**config.mk**
```make
export PLATFORM = sky130hd
export DESIGN_NAME = rtc_alarm_irq
export DESIGN_NICKNAME = d
export VERILOG_FILES = /design/src/rtl/rtc_alarm_pkg.sv /design/src/rtl/alarm_regfile.sv /design/src/rtl/alarm_matcher.sv /design/src/rtl/alarm_flag_ctrl.sv /design/src/rtl/rtc_alarm_irq.sv
export SDC_FILE = /design/constraint.sdc
export NUM_CORES = 1
export LEC_CHECK = 0
export ABC_AREA = 1
export BUFFER_PORTS_ARGS = -buffer_cell sky130_fd_sc_hd__buf_2
export CORE_MARGIN = 8
export CORE_UTILIZATION = 50
export CTS_CLUSTER_DIAMETER = 80
export DETAILED_ROUTE_END_ITERATION = 6
export GPL_TIMING_DRIVEN = 0
export PLACE_DENSITY = 0.74
export SLEW_MARGIN = 5
export SYNTH_ARGS = -nofsm -noshare
export SYNTH_HDL_FRONTEND = slang
export SYNTH_SLANG_ARGS = --single-unit
```
**constraint.sdc**
```tcl
create_clock -name clk -period 1.75 [get_ports clk]
set_clock_uncertainty 0.15 [all_clocks]
set_input_delay 0.0875 -clock clk [delete_from_list [all_inputs] [get_ports clk]]
set_output_delay 0.0875 -clock clk [all_outputs]
set_load 0.01 [all_outputs]
```
**src/rtl/rtc_alarm_pkg.sv**
```systemverilog
package rtc_alarm_pkg;
  localparam int NUM_FIELDS = 4;
  localparam int REG_W      = 8;
  localparam int TIME_W     = REG_W - 1;
  localparam int ADDR_W     = 4;
  localparam logic [ADDR_W-1:0] ALARM_BASE = 4'h9;
  localparam logic [ADDR_W-1:0] CTRL_ADDR  = 4'h1;
  localparam int EN_BIT   = 0;
  localparam int FLAG_BIT = 1;
  localparam int EXCL_BIT = REG_W - 1;

  typedef enum logic [1:0] {
    FLD_MINUTE  = 2'd0,
    FLD_HOUR    = 2'd1,
    FLD_WEEKDAY = 2'd2,
    FLD_DATE    = 2'd3
  } alarm_field_e;
endpackage

```
**src/rtl/alarm_regfile.sv**
```systemverilog
module alarm_regfile
  import rtc_alarm_pkg::*;
#(
  parameter int N  = NUM_FIELDS,
  parameter int DW = REG_W,
  parameter int AW = ADDR_W,
  parameter logic [AW-1:0] BASE = ALARM_BASE
) (
  input  logic                  clk,
  input  logic                  rst,
  input  logic                  wr_en,
  input  logic [AW-1:0]         wr_addr,
  input  logic [DW-1:0]         wr_data,
  output logic [N-1:0][DW-1:0]  alarm_q
);
  // one storage register per field, each with its own address decode
  for (genvar g = 0; g < N; g++) begin : g_field
    localparam logic [AW-1:0] MY_ADDR = BASE + AW'(g);
    logic sel;
    assign sel = wr_en && (wr_addr == MY_ADDR);
    always_ff @(posedge clk) begin
      if (rst)      alarm_q[g] <= '0;
      else if (sel) alarm_q[g] <= wr_data;
    end
  end
endmodule

```
**src/rtl/alarm_matcher.sv**
```systemverilog
module alarm_matcher
  import rtc_alarm_pkg::*;
#(
  parameter int N  = NUM_FIELDS,
  parameter int DW = REG_W,
  localparam int TW = DW - 1
) (
  input  logic [N-1:0][DW-1:0] alarm_q,
  input  logic [N-1:0][TW-1:0] cur_time,
  input  logic                 tick,
  output logic                 excl_all,
  output logic                 evt
);
  logic [N-1:0] hit;
  logic [N-1:0] excl;

  for (genvar g = 0; g < N; g++) begin : g_cmp
    assign excl[g] = alarm_q[g][DW-1];
    assign hit[g]  = excl[g] || (alarm_q[g][TW-1:0] == cur_time[g]);
  end

  assign excl_all = &excl;
  assign evt      = tick && (&hit) && !excl_all;
endmodule

```
**src/rtl/alarm_flag_ctrl.sv**
```systemverilog
module alarm_flag_ctrl (
  input  logic clk,
  input  logic rst,
  input  logic evt,
  input  logic ctrl_wr,
  input  logic wr_en_bit,
  input  logic wr_flag_bit,
  output logic flag_q,
  output logic en_q,
  output logic pull_low
);
  // flag: an event sets it; only writing 0 clears it; an event beats a clear
  always_ff @(posedge clk) begin
    if (rst)                         flag_q <= 1'b0;
    else if (evt)                    flag_q <= 1'b1;
    else if (ctrl_wr && !wr_flag_bit) flag_q <= 1'b0;
  end

  always_ff @(posedge clk) begin
    if (rst)          en_q <= 1'b0;
    else if (ctrl_wr) en_q <= wr_en_bit;
  end

  assign pull_low = flag_q && en_q;
endmodule

```
**src/rtl/rtc_alarm_irq.sv**
```systemverilog
module rtc_alarm_irq
  import rtc_alarm_pkg::*;
#(
  parameter int N  = NUM_FIELDS,
  parameter int DW = REG_W,
  parameter int AW = ADDR_W,
  localparam int TW = DW - 1,
  localparam int IW = (N > 1) ? $clog2(N) : 1
) (
  input  logic          clk,
  input  logic          rst,
  input  logic [TW-1:0] cur_minute,
  input  logic [TW-1:0] cur_hour,
  input  logic [TW-1:0] cur_weekday,
  input  logic [TW-1:0] cur_date,
  input  logic          minute_tick,
  input  logic          reg_wr,
  input  logic [AW-1:0] reg_addr,
  input  logic [DW-1:0] reg_wdata,
  output logic [DW-1:0] reg_rdata,
  output logic          int_pull_low
);
  logic [N-1:0][DW-1:0] alarm_q;
  logic [N-1:0][TW-1:0] cur_time;
  logic                 evt;
  logic                 excl_all;
  logic                 flag_q;
  logic                 en_q;
  logic                 ctrl_wr;
  logic [AW-1:0]        rd_off;
  logic                 rd_in_alarm;
  logic [DW-1:0]        rd_next;

  assign cur_time[FLD_MINUTE]  = cur_minute;
  assign cur_time[FLD_HOUR]    = cur_hour;
  assign cur_time[FLD_WEEKDAY] = cur_weekday;
  assign cur_time[FLD_DATE]    = cur_date;

  assign ctrl_wr = reg_wr && (reg_addr == CTRL_ADDR);

  alarm_regfile #(.N(N), .DW(DW), .AW(AW), .BASE(ALARM_BASE)) u_regs (
    .clk     (clk),
    .rst     (rst),
    .wr_en   (reg_wr),
    .wr_addr (reg_addr),
    .wr_data (reg_wdata),
    .alarm_q (alarm_q)
  );

  alarm_matcher #(.N(N), .DW(DW)) u_match (
    .alarm_q  (alarm_q),
    .cur_time (cur_time),
    .tick     (minute_tick),
    .excl_all (excl_all),
    .evt      (evt)
  );

  alarm_flag_ctrl u_flag (
    .clk         (clk),
    .rst         (rst),
    .evt         (evt),
    .ctrl_wr     (ctrl_wr),
    .wr_en_bit   (reg_wdata[EN_BIT]),
    .wr_flag_bit (reg_wdata[FLAG_BIT]),
    .flag_q      (flag_q),
    .en_q        (en_q),
    .pull_low    (int_pull_low)
  );

  // registered read mux
  assign rd_off      = reg_addr - ALARM_BASE;
  assign rd_in_alarm = (reg_addr >= ALARM_BASE) && (rd_off < AW'(N));

  always_comb begin
    rd_next = '0;
    if (rd_in_alarm) begin
      rd_next = alarm_q[rd_off[IW-1:0]];
    end else if (reg_addr == CTRL_ADDR) begin
      rd_next[EN_BIT]   = en_q;
      rd_next[FLAG_BIT] = flag_q;
    end
  end

  always_ff @(posedge clk) begin
    if (rst) reg_rdata <= '0;
    else     reg_rdata <= rd_next;
  end
endmodule

```
==> results of run 1 <==
-- worst max-delay path: cells and delay by family --
family | cells | cell delay (ns)
buf+inv | 3 | 0.84
compound gates | 1 | 0.37
simple gates | 1 | 0.30
-- Yosys cell counts, drive strengths merged --
| cell | count |
|---|---|
| nand4 | 1 |
| nor2 | 29 |
| o31ai | 1 |
| inv | 34 |
| nand3 | 16 |
| xnor2 | 11 |
| nor3b | 1 |
| a32o | 1 |
| o21ai | 36 |
| o21bai | 1 |
| nand2 | 73 |
| xor2 | 5 |
| dfxtp | 42 |
| ha | 5 |
| clkbuf | 6 |
| a21oi | 44 |
| buf | 5 |
| o211ai | 5 |
-- routing by layer --
layer / wire [um] / share of wire [%]
met5: 0 / 0
met4: 111 / 1.9
met3: 443 / 7.5
met2: 2870 / 48
met1: 2500 / 42
-- cells by family (layout without fill, tap and decap cells) --
kind of cell / count (synthesis) / after routing / synth area share [%]
and+or+nand+nor: 120 / 120 / 22.2
AOI/OAI and AO/OA: 88 / 88 / 21.4
buffers and inverters: 45 / 117 / 8.20
DFF: 42 / 42 / 38.8
xor gates and xnor gates: 16 / 16 / 6.47
adders and majority gates: 5 / 5 / 2.89
-- worst max path at each step --
| stage | startpoint | end | slack (ns) | cells after the start |
|---|---|---|---|---|
| finish | rst | reg_rdata[1] | 0.19 | 5 |
| global route | reg_addr[1] | u_flag.en_q | 0.1 | 7 |
| CTS | reg_addr[1] | u_flag.en_q | 0.08 | 7 |
| detailed placement | reg_addr[0] | u_regs.alarm_q[30] | -0.08 | 8 |
| global placement | reg_addr[0] | u_regs.alarm_q[24] | -0.007 | 8 |
| floorplan | reg_addr[0] | reg_rdata[3] | 0.37 | 7 |
-- final cells by class --
| class | instances | area share, % |
|---|---|---|
| clock inverter | 1 | 1.10 |
| buffer | 11 | 1.84 |
| tap | 52 | 2.39 |
| multi-input combinational | 229 | 42.3 |
| timing repair buffer | 64 | 14.0 |
| sequential | 42 | 30.9 |
| inverter | 34 | 4.69 |
| clock buffer | 7 | 2.80 |
-- sequential cells by signal (all words and copies together) (netlist names) --
signal          flops
u_flag.flag_q       1
reg_rdata           8
u_flag.en_q         1
u_regs.alarm_q     32
-- per-stage QoR --
step | hold WS, ns | utilization, %
6_report | 0.0116 | 63.8
5_1_grt | 0.0547 | 63.8
4_1_cts | 0.0181 | 63.7
3_5_place_dp | 0.123 | 58.4
3_3_place_gp | 0.125 | 58.4
2_1_floorplan | 0.00657 | -
-- where the power goes --
part | internal (W) | switching [W]
combinational | 0.000125 | 0.000159
clock | 0.000427 | 0.000331
sequential | 0.000973 | 0.0000119
-- what timing repair did --
item | 4_1_cts | 5_1_grt
resized for setup | 0 | 1
endpoints found under the setup margin | 0 | 1
endpoints found under the hold margin | 21 | 0
hold buffers | 12 | 0
==> qor.yml, run 1 <==
worst_setup_path:
  end_kind: "register"
  rr_worst_depth: 10
  critPathMaxFanout: 8
  r2r-end: "u_flag.flag_q"
  path_cells: "dlygate4sd3_1 -> buf_2 -> inv_1 -> nand3_1 -> o31ai_1"
  slowest_stage: "dlygate4sd3_1"
  r2r_slack_ns: 0.36
  cpPeakStageDelay_ns: 0.52
  crit_arrival_ns: 1.60
  r2r_start: "u_regs.alarm_q[16]"
  required_ns: 1.79
  cp-start-kind: "input port"
  critPathKind: "input port to register"
global_routing:
  track_usage_pct: 17.7
  use_met1_pct: 20.6
  grtUsageMet2_pct: 30.9
  antenna_found_initial: 0
  grt_first_pass_wirelength_um: 9260
  gr-usage-met3_pct: 3.28
  grt_max_degree: 13
  grt_pass1_vias: 2186
  busiest_layer: "met2"
  gr-total-overflow: 0
worst_hold_path:
  hold_path_class: "input port to register"
  min_from: "reg_addr[3]"
  hold_depth: 4
  min_to: "reg_rdata[0]"
layout:
  syn_to_final_growth_pct: 25.7
  multiInputGateArea_mm2: 0.00115
  nFillCells: 426
  ff_latch_area_um2: 841
  design_area_mm2: 0.00272
  final_cell_count_no_fill: 440
  drive_above_1_share_pct: 17.3
  antenna_cells: 0
  mostFrequentLayoutCell: "nand2_1"
  fin_nets: 436
  most-common-layout-cells: "nand2_1 (72), buf_2 (56), a21oi_1 (44)"
logic_synthesis:
  synth.area.top_cells: "dfxtp_1 (39%), nand2_1 (12%), a21oi_1 (10%)"
  syn_inst: 316
  yosysSeqAreaShare_pct: 38.8
  yosys_warnings: 0
  synth_seq_cells: 42
  yosysTopAreaCell: "dfxtp_1"
  yosysUniqueCellTypes: 22
  synth_nets: 365
  syn-cell-area_mm2: 0.00217
  synthDominantCellAreaShare_pct: 38.8
  synth_area_per_cell_um2: 6.85
clocking:
  path_clk_slew_ns: 0.08
  ctsRootBufferMaster: "clkbuf_8"
  cts_tree: "yes"
  cts_num_sinks: 42
  cts_setup_buffers: 0
  clockBufferDepth: 2
  cts_buffers: 5
  cts.htree.levels: 2
  worst_skew_pair.late_latency_ns: 0.29
placed_design:
  dp_hpwl_um: 4560
  place_area_mm2: 0.00249
  dp.cells: 420
  place_ws_ns: -0.0774
  gp_congestion: 0.868
  io_buffers: 52
power:
  power.leakage_nw: 1.20
  ir_drop_mv: 0.524
  power_w: 0.00203
  power_density_mw_per_mm2: 745
route:
  finalWirelength_um: 5920
  drt-vias-per-instance: 5.20
  postRouteAntennaNets: 0
  drc: 0
  dr.pass1.iters: 4
  drt_iter0_markers: 117
  num_vias: 2288
  wl_per_cell_um: 13.5
sta:
  rsz0062_at_grt: "no"
  setup_tns_ns: 0
  hold_viol_final: 0
  max_freq_ghz: 0.641
  tightest_slew_ns: 0.542
  drv_slew: 0
  setup_violations: 0
  min_period_ns: 1.56
  fin_crit_sh_pct: 89.2
  relSlewSlack_pct: 63.9
  setup_slack_ns: 0.190
run:
  cap_violations: 0
run_status:
  outcome: "finished clean"
floorplan:
  dieArea_mm2: 0.00669
  io-pin-count: 53
  initial_utilization_pct: 50.8
  die_w_um: 81.8
  rows: 24
  core_mm2: 0.00426
  die_h_um: 81.8
No activity file was read; power rests on OpenSTA's default activity.
==> run 2: changes to the inputs <==
Settings changed: CORE_MARGIN 8 to 1.
==> qor.yml, run 2 (same netlist as run 1, synthesis figures left out) <==
route:
  postRouteAntennaNets: 0
  wl_per_cell_um: 13.3
  drt_iter0_markers: 187
  num_vias: 2286
  dr.pass1.iters: 5
  drc: 0
  finalWirelength_um: 5830
  drt-vias-per-instance: 5.22
power:
  ir_drop_mv: 0.671
  power_density_mw_per_mm2: 808
  power.leakage_nw: 1.22
sta:
  setup_slack_ns: 0.149
  rsz0062_at_grt: "no"
  max_freq_ghz: 0.624
  min_period_ns: 1.60
  tightest_slew_ns: 0.536
  relSlewSlack_pct: 64.3
  setup_violations: 0
  timing.hold.ws_ns: 0.0257
  setup_tns_ns: 0
  fin_crit_sh_pct: 91.5
  hold_viol_final: 0
  drv_slew: 0
clocking:
  path_clk_slew_ns: 0.08
  worst_skew_pair.late_latency_ns: 0.30
  cts_setup_buffers: 0
  cts_num_sinks: 42
  ctsRootBufferMaster: "clkbuf_8"
  cts_tree: "yes"
  clockBufferDepth: 2
  cts.htree.levels: 2
  cts_buffers: 5
worst_setup_path:
  crit_arrival_ns: 1.68
  crit_cells: 6
  required_ns: 1.83
  path_buf_inv: 4
  critPathKind: "input port to register"
  path_cells: "dlygate4sd3_1 -> buf_2 -> inv_1 -> clkbuf_1 -> o21ai_0 -> a21oi_1"
  critPathMaxFanout: 10
  cp-start-kind: "input port"
  cpPeakStageDelay_ns: 0.53
  rr_worst_depth: 10
  end_kind: "register"
  slowest_stage: "dlygate4sd3_1"
  cp_top_family: "buffers and inverters"
layout:
  top_register: "u_regs.alarm_q"
  fin_nets: 436
  antenna_cells: 0
  syn_to_final_growth_pct: 27.3
  largest_register_ffs: 32
  drive_above_1_share_pct: 17.8
  most-common-layout-cells: "nand2_1 (72), buf_2 (56), a21oi_1 (44)"
  design_area_mm2: 0.00276
  reg_top3: "u_regs.alarm_q: 32 flops, reg_rdata: 8 flops"
  post-route-util_pct: 67.5
  mostFrequentLayoutCell: "nand2_1"
global_routing:
  grt_first_pass_wirelength_um: 9040
  gr-total-overflow: 0
  track_usage_pct: 27.2
  grt_max_degree: 14
  grt_pass1_vias: 2091
  antenna_found_initial: 0
placed_design:
  place_ws_ns: -0.0581
  place_area_mm2: 0.00249
  gp_congestion: 0.860
  dp_hpwl_um: 4300
  io_buffers: 52
run:
  cap_violations: 0
floorplan:
  core_mm2: 0.00409
  io-pin-count: 53
  die_w_um: 67.8
  dieArea_mm2: 0.00460
  rows: 23
  initial_utilization_pct: 53.0
  die_h_um: 67.8
worst_hold_path:
  hold_depth: 4
  hold_path_class: "input port to register"
run_status:
  outcome: "finished clean"
[run 2: cell types whose count changed in the layout (fill, tap and decap cells not counted), sizes merged]
cell / before / now
clkbuf: 13 / 12
bufinv: 1 / 2
[run 2: power breakdown]
part | total [W] | switching (W) | internal, W | leakage (nW)
Clock | 0.000955 | 0.000346 | 0.000609 | 0.0714
Combinational | 0.000288 | 0.000163 | 0.000125 | 0.808
Sequential | 0.000985 | 0.0000117 | 0.000973 | 0.340
[run 2: timing repair]
item | 4_1_cts | 5_1_grt
resized for setup | 0 | 1
setup endpoints to repair | 0 | 1
hold endpoints to repair | 23 | 0
hold buffers | 12 | 0
[run 2: area by class of cell]
cell class,instances,area (um2)
Multi-Input combinational cell,229,1150
Buffer,11,50.0
Inverter,34,128
Clock inverter,2,60.1
Tap cell,50,62.6
Timing Repair Buffer,64,380
Clock buffer,6,82.6
Fill cell,393,1330
Sequential cell,42,841
[run 2: layer usage]
metal	share of wire [%]	up-vias	global-route usage, %
met3	6.4	15	7.33
met1	41	1029	31.5
li1	-	1166	-
met4	2.3	0	8.59
met5	0	-	0
met2	50	76	48.5
[run 2: stage by stage]
step | instances | total power [W]
global placement | 418 | 0.00127
global route | 438 | 0.00230
CTS | 438 | 0.00222
floorplan | 316 | 0.00116
finish | 438 | 0.00223
detailed placement | 418 | 0.00127
[run 2: final timing paths]
path / start / end / slack (ns)
worst min register to register: u_flag.en_q / u_flag.en_q / 0.35
worst min-delay path: reg_addr[3] / reg_rdata[1] / 0.03
worst max-delay path: rst / u_regs.alarm_q[3] / 0.15
worst max register to register: u_regs.alarm_q[17] / u_flag.flag_q / 0.30
[run 2: worst min-delay path: cells and delay by family]
kind | cells | cell delay [ns]
buf+inv | 1 | 0.12
simple gates | 2 | 0.14
compound gates | 1 | 0.07
==> run 3: changes to the inputs <==
Settings changed: PLACE_DENSITY 0.74 to 0.73, SETUP_SLACK_MARGIN from default to 0.3.
==> qor.yml, run 3 (same netlist as run 1, synthesis figures left out) <==
route:
  finalWirelength_um: 5590
  drt_iter0_markers: 126
  num_vias: 2255
  postRouteAntennaNets: 0
  wl_per_cell_um: 12.8
  dr.pass1.iters: 5
  drt-vias-per-instance: 5.16
  drc: 0
power:
  power_density_mw_per_mm2: 706
  ir_drop_mv: 0.423
  power_w: 0.00191
  power.leakage_nw: 1.20
sta:
  rsz0062_at_grt: "yes"
  fin_crit_sh_pct: 79.8
  setup_tns_ns: 0
  drv_slew: 0
  relSlewSlack_pct: 66.7
  hold_viol_final: 0
  tightest_slew_ns: 0.500
  timing.hold.ws_ns: 0.0340
  setup_violations: 0
  min_period_ns: 1.40
  max_freq_ghz: 0.717
  setup_slack_ns: 0.354
floorplan:
  core_mm2: 0.00409
  io-pin-count: 53
  initial_utilization_pct: 53.0
  die_w_um: 67.8
  rows: 23
  dieArea_mm2: 0.00460
  die_h_um: 67.8
worst_setup_path:
  cp-start-kind: "input port"
  cpPeakStageDelay_ns: 0.36
  critPathMaxFanout: 11
  crit_arrival_ns: 1.45
  required_ns: 1.80
  critPathKind: "input port to register"
  slowest_stage: "ha_1"
  end_kind: "register"
  path_cells: "buf_2 -> clkbuf_4 -> inv_2 -> ha_1 -> buf_2 -> a21oi_1 -> o21ai_0 -> a21oi_1"
layout:
  nFillCells: 396
  fin_nets: 435
  reg_top3: "u_regs.alarm_q: 32 flops, reg_rdata: 8 flops"
  final_cell_count_no_fill: 437
  syn_to_final_growth_pct: 24.9
  drive_above_1_share_pct: 20.2
  most-common-layout-cells: "nand2_1 (72), buf_2 (56), a21oi_1 (44)"
  antenna_cells: 0
  mostFrequentLayoutCell: "nand2_1"
  largest_register_ffs: 32
  top_register: "u_regs.alarm_q"
clocking:
  cts_tree: "yes"
  cts.htree.levels: 2
  cts_buffers: 5
  clockBufferDepth: 2
  worst_skew_pair.late_latency_ns: 0.29
  cts_num_sinks: 42
  ctsRootBufferMaster: "clkbuf_8"
  path_clk_slew_ns: 0.08
run:
  cap_violations: 0
global_routing:
  grt_pass1_vias: 1945
  antenna_found_initial: 0
  grt_max_degree: 13
  track_usage_pct: 25.7
  grt_first_pass_wirelength_um: 8640
  gr-total-overflow: 0
placed_design:
  dp_hpwl_um: 4180
  dp.cells: 418
  place_ws_ns: -0.0298
  io_buffers: 52
  gp_congestion: 0.864
run_status:
  outcome: "finished clean"
worst_hold_path:
  hold_path_class: "input port to register"
==> run 3: cell types whose count changed in the layout (fill, tap and decap cells not counted), sizes merged <==
cell / delta
buf: +1
bufinv: -2
clkbuf: +1
clkinv: +1
dlygate4sd3: -2
==> run 3: final cells by class <==
class                           count  area [um2]  area share (%)
Multi-Input combinational cell    229        1160            42.8
Sequential cell                    42         843            31.2
Timing Repair Buffer               63         368            13.6
Inverter                           34         128            4.72
Clock buffer                        7        86.3            3.19
Tap cell                           50        62.6            2.31
Buffer                             11        55.1            2.04
Clock inverter                      1        5.00           0.185
==> run 3: power breakdown <==
part	leakage, nW	switching, W	internal (W)
registers	0.341	0.0000120	0.000973
clock network	0.0482	0.000317	0.000318
logic	0.808	0.000162	0.000127
total	1.20	0.000491	0.00142
==> run 3: metal layers <==
layer  share of wire, %  vias to the layer above  GRT usage (%)
met3                4.9                       14           4.00
li1                   -                     1169              -
met5                  0                        -              0
met4                1.9                        0           9.38
met2                 50                       64           44.1
met1                 43                     1008           32.4
==> run 3: timing repair <==
item / CTS / global route
setup endpoints to repair: 8 / 25
hold buffers: 10 / 0
endpoints found under the hold margin: 23 / 0
buffers inserted: 0 / 1
resized for setup: 2 / 11
cloned: 0 / 0
pin swaps: 0 / 1
==> run 3: critical path, delay by kind of cell <==
family          cells  cell delay (ns)
buf+inv             4             0.59
fa+ha+maj           1             0.36
compound gates      3             0.40
==> run 3: worst paths after layout <==
| kind | to | slack, ns | startpoint | cells after the start |
|---|---|---|---|---|
| max | reg_rdata[7] | 0.35 | reg_addr[0] | 8 |
| min | u_flag.en_q | 0.03 | reg_addr[3] | 4 |
| max reg2reg | u_flag.flag_q | 0.38 | u_regs.alarm_q[27] | 10 |
| min reg2reg | u_regs.alarm_q[16] | 0.34 | u_regs.alarm_q[16] | 2 |
==> run 3: per-stage QoR <==
stage               cell area [um2]  utilization [%]
detailed placement             2490             60.9
CTS                            2680             65.6
floorplan                      2170                -
global route                   2710             66.2
global placement               2490             60.9
finish                         2710             66.2
